<file path="config.mk">
export PLATFORM = sky130hd
export DESIGN_NAME = l2cfg_regbank
export DESIGN_NICKNAME = d
export VERILOG_FILES = /design/src/rtl/l2cfg_pkg.sv /design/src/rtl/l2cfg_decode.sv /design/src/rtl/l2cfg_store.sv /design/src/rtl/l2cfg_rdmux.sv /design/src/rtl/l2cfg_regbank.sv
export SDC_FILE = /design/constraint.sdc
export NUM_CORES = 1
export LEC_CHECK = 0
export ABC_AREA = 1
export BUFFER_PORTS_ARGS = -buffer_cell sky130_fd_sc_hd__buf_4
export CORE_MARGIN = 2
export CORE_UTILIZATION = 40
export DETAILED_ROUTE_END_ITERATION = 8
export GPL_TIMING_DRIVEN = 0
export PLACE_DENSITY = 0.55
export SLEW_MARGIN = 10
export SYNTH_ARGS = -nofsm -noshare
export SYNTH_HDL_FRONTEND = slang
export SYNTH_HIERARCHICAL = 1
export SYNTH_SLANG_ARGS = --single-unit
</file>
<file path="constraint.sdc">
create_clock -name clk -period 3 [get_ports clk]
set_input_delay 0.45 -clock clk [delete_from_list [all_inputs] [get_ports clk]]
set_output_delay 0.45 -clock clk [all_outputs]
set_load 0.01 [all_outputs]
</file>
<file path="src/rtl/l2cfg_pkg.sv">
package l2cfg_pkg;

   localparam int unsigned OFS_W     = 12;
   localparam int unsigned WORD_W    = 32;
   localparam int unsigned NUM_STORE = 5;
   localparam int unsigned SLOT_AUX  = 0;
   localparam int unsigned GEOM_W    = 5;

   typedef enum logic [3:0] {
      RG_ID,
      RG_CTYPE,
      RG_CTRL,
      RG_AUX,
      RG_TAG,
      RG_DATA,
      RG_FLO,
      RG_FHI,
      RG_MAINT,
      RG_HOLE
   } region_e;

   // Storage slot to region mapping for the full-width words
   function automatic region_e slot_region(input int unsigned idx);
      case (idx)
         0:       return RG_AUX;
         1:       return RG_TAG;
         2:       return RG_DATA;
         3:       return RG_FLO;
         default: return RG_FHI;
      endcase
   endfunction

   // Geometry field: way size in bits 4:2, associativity in bit 0
   function automatic logic [GEOM_W-1:0] pack_geom(input logic [WORD_W-1:0] aux);
      return {aux[19:17], 1'b0, aux[16]};
   endfunction

endpackage

</file>
<file path="src/rtl/l2cfg_decode.sv">
module l2cfg_decode
   import l2cfg_pkg::*;
(
   input  logic [OFS_W-1:0] ofs,
   input  logic             rd,
   input  logic             wr,
   output region_e          region,
   output logic             bad
);

   logic rd_ok;
   logic wr_ok;

   always_comb begin
      region = RG_HOLE;
      if (ofs >= 12'h730 && ofs <= 12'h7FF) begin
         region = RG_MAINT;
      end else begin
         case (ofs)
            12'h000: region = RG_ID;
            12'h004: region = RG_CTYPE;
            12'h100: region = RG_CTRL;
            12'h104: region = RG_AUX;
            12'h108: region = RG_TAG;
            12'h10C: region = RG_DATA;
            12'hC00: region = RG_FLO;
            12'hC04: region = RG_FHI;
            12'hF40, 12'hF60, 12'hF80: region = RG_MAINT;
            default: region = RG_HOLE;
         endcase
      end
   end

   always_comb begin
      rd_ok = (region != RG_HOLE);
      wr_ok = rd_ok && (region != RG_ID) && (region != RG_CTYPE);
      bad   = (rd && !rd_ok) || (wr && !wr_ok);
   end

endmodule

</file>
<file path="src/rtl/l2cfg_store.sv">
module l2cfg_store
   import l2cfg_pkg::*;
#(
   parameter logic [WORD_W-1:0] AUX_RESET = 32'h0202_0000
)(
   input  logic                             clk,
   input  logic                             rst_n,
   input  logic                             wr,
   input  region_e                          region,
   input  logic [WORD_W-1:0]                wdata,
   output logic                             ctrl_en,
   output logic [NUM_STORE-1:0][WORD_W-1:0] store_q
);

   always_ff @(posedge clk) begin
      if (!rst_n) begin
         ctrl_en <= 1'b0;
      end else if (wr && region == RG_CTRL) begin
         ctrl_en <= wdata[0];
      end
   end

   AST_CTRL_KEEP: assert property (@(posedge clk) disable iff (!rst_n)
      !(wr && region == RG_CTRL) |=> $stable(ctrl_en))
      else $error("enable bit moved without a write");

   for (genvar i = 0; i < NUM_STORE; i++) begin : g_slot
      localparam region_e           SLOT = slot_region(i);
      localparam logic [WORD_W-1:0] RST  = (SLOT == RG_AUX) ? AUX_RESET : '0;

      always_ff @(posedge clk) begin
         if (!rst_n) begin
            store_q[i] <= RST;
         end else if (wr && region == SLOT) begin
            store_q[i] <= wdata;
         end
      end

      AST_SLOT_KEEP: assert property (@(posedge clk) disable iff (!rst_n)
         !(wr && region == SLOT) |=> $stable(store_q[i]))
         else $error("stored word moved without its own write");
   end

endmodule

</file>
<file path="src/rtl/l2cfg_rdmux.sv">
module l2cfg_rdmux
   import l2cfg_pkg::*;
#(
   parameter logic [WORD_W-1:0] ID_WORD    = 32'h4100_00C8,
   parameter logic [WORD_W-1:0] CTYPE_BASE = 32'h1C10_0100
)(
   input  region_e                          region,
   input  logic                             ctrl_en,
   input  logic [NUM_STORE-1:0][WORD_W-1:0] store_q,
   output logic [WORD_W-1:0]                word
);

   localparam int unsigned HI_POS = 18;
   localparam int unsigned LO_POS = 6;

   logic [GEOM_W-1:0] geom;
   logic [WORD_W-1:0] geom_w;
   logic [WORD_W-1:0] ctype;

   always_comb begin
      geom   = pack_geom(store_q[SLOT_AUX]);
      geom_w = {{(WORD_W-GEOM_W){1'b0}}, geom};
      ctype  = CTYPE_BASE | (geom_w << HI_POS) | (geom_w << LO_POS);
   end

   always_comb begin
      word = '0;
      case (region)
         RG_ID:    word = ID_WORD;
         RG_CTYPE: word = ctype;
         RG_CTRL:  word = {{(WORD_W-1){1'b0}}, ctrl_en};
         default: begin
            for (int k = 0; k < NUM_STORE; k++) begin
               if (region == slot_region(k)) word = store_q[k];
            end
         end
      endcase
   end

endmodule

</file>
<file path="src/rtl/l2cfg_regbank.sv">
module l2cfg_regbank
   import l2cfg_pkg::*;
#(
   parameter int unsigned       ADDR_W     = 32,
   parameter logic [31:0]       ID_WORD    = 32'h4100_00C8,
   parameter logic [31:0]       CTYPE_BASE = 32'h1C10_0100,
   parameter logic [31:0]       AUX_RESET  = 32'h0202_0000
)(
   input  logic              clk,
   input  logic              rst_n,
   input  logic [ADDR_W-1:0] bus_addr,
   input  logic              bus_wr,
   input  logic [31:0]       bus_wdata,
   input  logic              bus_rd,
   output logic [31:0]       bus_rdata,
   output logic              bad_access
);

   if (ADDR_W < OFS_W) begin : g_chk_addr
      $error("ADDR_W must cover the 12-bit register window");
   end
   if (WORD_W != 32) begin : g_chk_word
      $error("register words must be 32 bits wide");
   end

   logic [OFS_W-1:0] ofs;
   assign ofs = bus_addr[OFS_W-1:0];

   if (ADDR_W > OFS_W) begin : g_hi
      logic hi_unused;
      assign hi_unused = ^bus_addr[ADDR_W-1:OFS_W];
   end

   region_e                          region;
   logic                             bad;
   logic                             ctrl_en;
   logic [NUM_STORE-1:0][WORD_W-1:0] store_q;
   logic [WORD_W-1:0]                word;

   l2cfg_decode i_decode (
      .ofs    (ofs),
      .rd     (bus_rd),
      .wr     (bus_wr),
      .region (region),
      .bad    (bad)
   );

   l2cfg_store #(
      .AUX_RESET (AUX_RESET)
   ) i_store (
      .clk     (clk),
      .rst_n   (rst_n),
      .wr      (bus_wr),
      .region  (region),
      .wdata   (bus_wdata),
      .ctrl_en (ctrl_en),
      .store_q (store_q)
   );

   l2cfg_rdmux #(
      .ID_WORD    (ID_WORD),
      .CTYPE_BASE (CTYPE_BASE)
   ) i_rdmux (
      .region  (region),
      .ctrl_en (ctrl_en),
      .store_q (store_q),
      .word    (word)
   );

   always_ff @(posedge clk) begin
      if (!rst_n) begin
         bus_rdata  <= '0;
         bad_access <= 1'b0;
      end else begin
         bad_access <= bad;
         if (bus_rd) bus_rdata <= word;
      end
   end

   AST_ID_READ: assert property (@(posedge clk) disable iff (!rst_n)
      (bus_rd && ofs == 12'h000) |=> (bus_rdata == ID_WORD))
      else $error("identity read mismatch");

   AST_CTRL_NARROW: assert property (@(posedge clk) disable iff (!rst_n)
      (bus_rd && ofs == 12'h100) |=> (bus_rdata[31:1] == '0))
      else $error("enable register upper bits set");

   AST_MAINT_QUIET: assert property (@(posedge clk) disable iff (!rst_n)
      ((bus_rd || bus_wr) && ofs >= 12'h730 && ofs <= 12'h7FF) |=> !bad_access)
      else $error("maintenance window flagged");

   AST_MAINT_ZERO: assert property (@(posedge clk) disable iff (!rst_n)
      (bus_rd && ofs >= 12'h730 && ofs <= 12'h7FF) |=> (bus_rdata == '0))
      else $error("maintenance window read nonzero");

   AST_FIXED_QUIET: assert property (@(posedge clk) disable iff (!rst_n)
      ((bus_rd || bus_wr) && (ofs == 12'hF40 || ofs == 12'hF60 || ofs == 12'hF80))
      |=> (!bad_access && (!$past(bus_rd) || bus_rdata == '0)))
      else $error("maintenance offset misbehaved");

   AST_RDATA_HOLD: assert property (@(posedge clk) disable iff (!rst_n)
      !bus_rd |=> $stable(bus_rdata))
      else $error("read data moved without a read");

endmodule

</file>
==> flow_metrics.py <==
metrics = {
    "sta": {
        "period_share_pct": 90.89,
        "rsz0062_at_grt": "false",
        "setup_violations": 0,
        "finalCriticalPeriod_ps": 2727,
        "whs_ps": 235.8,
        "slew_viol_final": 0,
        "worstMarginPinSlew_ps": 844.2,
        "finalHoldViolCount": 0,
        "setup_ws_ps": 273.3,
        "fmaxAchievable_ghz": 0.3667,
        "slew_headroom_pct": 43.72,
        "finalClockSkew_ps": 9.301,
    },
    "run_status": {
        "outcome": "finished, final reports clean",
    },
    "layout": {
        "num_antenna_cells": 0,
        "num-nets-final": 1705,
        "final_area_mm2": 0.01119,
        "syn2layout_area_growth_pct": 16.68,
        "final_util_pct": 47.55,
        "fin_cells": 1969,
        "drive_gt1_share_pct": 14.18,
    },
    "synth": {
        "synth_compound_area_share_pct": 1.356,
        "synth_top_area_cell": "dfxtp_1",
        "syn_inst": 1539,
        "synth.most_common_cell": "nor2_1",
        "synth_edf_count": 0,
        "synth_top_family_by_area": "simple AND/OR/NAND/NOR gates",
        "ys.flop_type": "dfxtp_1",
        "postSynthAreaPerCell_um2": 6.234,
        "synth_commonest_cells": "nor2_1, nand2_1, dfxtp_1, inv_1, nand3_1",
        "synthXorXnorAreaFrac_pct": 0,
        "synthAdderAreaFrac_pct": 0,
        "synthMuxAreaShare_pct": 0,
        "synthArstFlopShare_pct": 0,
        "synthSimpleGateAreaFrac_pct": 46.62,
        "syn_nets": 1607,
        "synth_top_area_share_pct": 40.48,
        "synth-seq-cells": 194,
        "synth_seq_area_share_pct": 40.48,
        "syn_area_mm2": 0.009594,
        "yosysUniqueCellTypes": 29,
        "yosysWarningCount": 6,
        "synth_area_leaders": "dfxtp_1, nor2_1, nand2_1",
    },
    "pwr": {
        "intPower_w": 0.004003,
        "p_sw_share_pct": 24.66,
        "pwr_density_cell_mw_per_mm2": 474.7,
        "p_switching_w": 0.001310,
        "p_seq_share_pct": 49.0,
        "p_comb_share_pct": 6.9,
        "irDropWorstVdd_mv": 0.3322,
        "leakagePower_nw": 5.335,
        "power_frac_clock_pct": 44.1,
    },
    "critical_path": {
        "path_buf_inv": 5,
        "crit_path_end_kind": "flop",
        "crit_type": "in2reg",
        "path_cells": "buf_4 -> inv_1 -> nand2_2 -> o21ai_0 -> nand3_1 -> nand2_1 -> inv_1 -> nand2_2 -> a21boi_2 -> nor2_1 -> buf_2 -> nand3_1 -> nand3_1 -> nor2_1 -> nor2_1 -> inv_1 -> nand2_1 -> nand2_1 -> nor2_1",
        "crit_slowest_cell": "nor2_1",
        "arrival_ps": 3100,
        "max_stage_delay_ps": 490,
        "critPathTopFamily": "simple AND/OR/NAND/NOR gates",
        "cp.required_ps": 3380,
        "start_kind": "input port",
        "path_common_cell": "nor2_1",
        "cp_max_fo": 10,
    },
    "worst_hold_path": {
        "hp-class": "in2reg",
    },
    "placement": {
        "io_buffers": 79,
        "dp_cells": 1937,
        "dpl_worst_slack_ps": -816.6,
        "placed_cell_area_mm2": 0.01059,
        "dp.final_hpwl_mm": 21.83,
        "place.gp.congestion": 0.8702,
    },
    "clock_tree": {
        "clk_pin_slew_worst_paths_ps": 70,
        "clk_latency_ps": 440,
        "cts_max_level": 4,
        "root_buffer": "clkbuf_16",
        "cts_setup_buffers": 0,
        "cts_made_buffers": 17,
        "cts.sinks": 194,
        "cts_tree": "done",
        "clockBufferDepth": 2,
    },
    "detailed_routing": {
        "ant_nets": 0,
        "wirelength_mm": 30.48,
        "drtIter0Drc": 613,
        "vias": 9201,
        "drc_errors": 0,
        "routedWlPerCell_um": 15.48,
        "dr.pass1.iters": 6,
        "via_per_inst": 4.673,
    },
    "global_route": {
        "antenna_found_initial": 0,
        "grt_usage_pct": 24.31,
        "busiest_layer": "met2",
        "grt_pass1_wl_mm": 47.54,
        "grt_pass1_vias": 8545,
        "grtUsageMet3_pct": 3.056,
        "grt_start_max_net_pins": 18,
        "overflow": 0,
        "met2_usage_pct": 40.37,
        "met1_usage_pct": 33.00,
    },
    "floorplanning": {
        "fp.dieArea_mm2": 0.02524,
        "boundaryPins": 101,
        "die_h_um": 158.9,
        "start_util_pct": 40.75,
        "core_mm2": 0.02354,
        "num_rows": 56,
        "dieWidth_um": 158.9,
    },
    "run": {
        "maxCapViolations": 0,
    },
}
-- stage by stage --
stage,setup TNS [ps],total power (W)
3_5_place_dp,-31520,0.003033
5_1_grt,0,0.005511
3_3_place_gp,-26630,0.003031
2_1_floorplan,0,0.002869
6_report,0,0.005314
4_1_cts,0,0.005364
-- tightest hold or removal path: cells and delay by family --
kind                   cells  cell delay (ps)
and+or+nand+nor            2              110
buffers and inverters      1               80
-- power by group through the flow --
stage / Sequential, W / Combinational, W / Clock, W
after detailed placement: 0.00267 / 0.000367 / 0
after global placement: 0.00267 / 0.000365 / 0
after floorplan: 0.00268 / 0.000194 / 0
after CTS: 0.00261 / 0.000368 / 0.00239
final: 0.00261 / 0.000367 / 0.00234
after global routing: 0.00261 / 0.000407 / 0.00250
-- logic make-up (layout without fill, tap and decap cells) --
kind of cell	Yosys count	after routing
and+or+nand+nor	1086	1086
buffers and inverters	235	346
DFF	194	194
AOI/OAI and AO/OA	24	24
-- placed cells by master (no fill, tap or decap), types with 22 or more instances in the layout --
cell type  netlist  routed
buf_2           22      22
nand2_2         23      24
inv_1          148     148
nor2_1         463     463
buf_4           30     109
nand2_1        446     445
nand3_1        107     107
dfxtp_1        194     194
-- worst paths after layout --
path                            slack, ps                 end  depth (start not counted)           startpoint
worst max register to register       1730        bus_rdata[6]                          6  i_store/store_q[16]
worst max-delay path                  270       bus_rdata[14]                         19          bus_addr[4]
worst min-delay path                  240  i_store/store_q[4]                          3         bus_wdata[4]
worst min register to register        470       bus_rdata[15]                          2        bus_rdata[15]
-- registers in the layout (all words and copies together), names as in the netlist --
name / cells
i_store/store_q: 160
bad_access: 1
i_store/ctrl_en: 1
bus_rdata: 32
-- layer usage --
metal / wire length [µm] / vias up / share of wire (%)
li1: - / 4789 / -
met1: 14180 / 4108 / 47
met2: 13840 / 264 / 45
met3: 1822 / 40 / 6.0
met4: 646 / 0 / 2.1
met5: 0 / - / 0
-- area by class of cell --
| type | instances | area, µm² |
|---|---|---|
| well taps | 319 | 399.1 |
| repair buffers | 79 | 593.1 |
| clock buffers | 18 | 439.2 |
| flip-flops and latches | 194 | 3884 |
| fillers | 2590 | 12350 |
| plain buffers | 81 | 534.3 |
| multi-input cells | 1110 | 4614 |
| inverters | 154 | 578.1 |
| clock inverters | 14 | 152.6 |
-- timing repair --
| action | CTS | global route |
|---|---|---|
| pin swaps | 0 | 1 |
| hold buffers | 0 | 0 |
| endpoints found under the setup margin | 30 | 17 |
| resized for setup | 2 | 9 |
(Power assumes the default switching activity.)
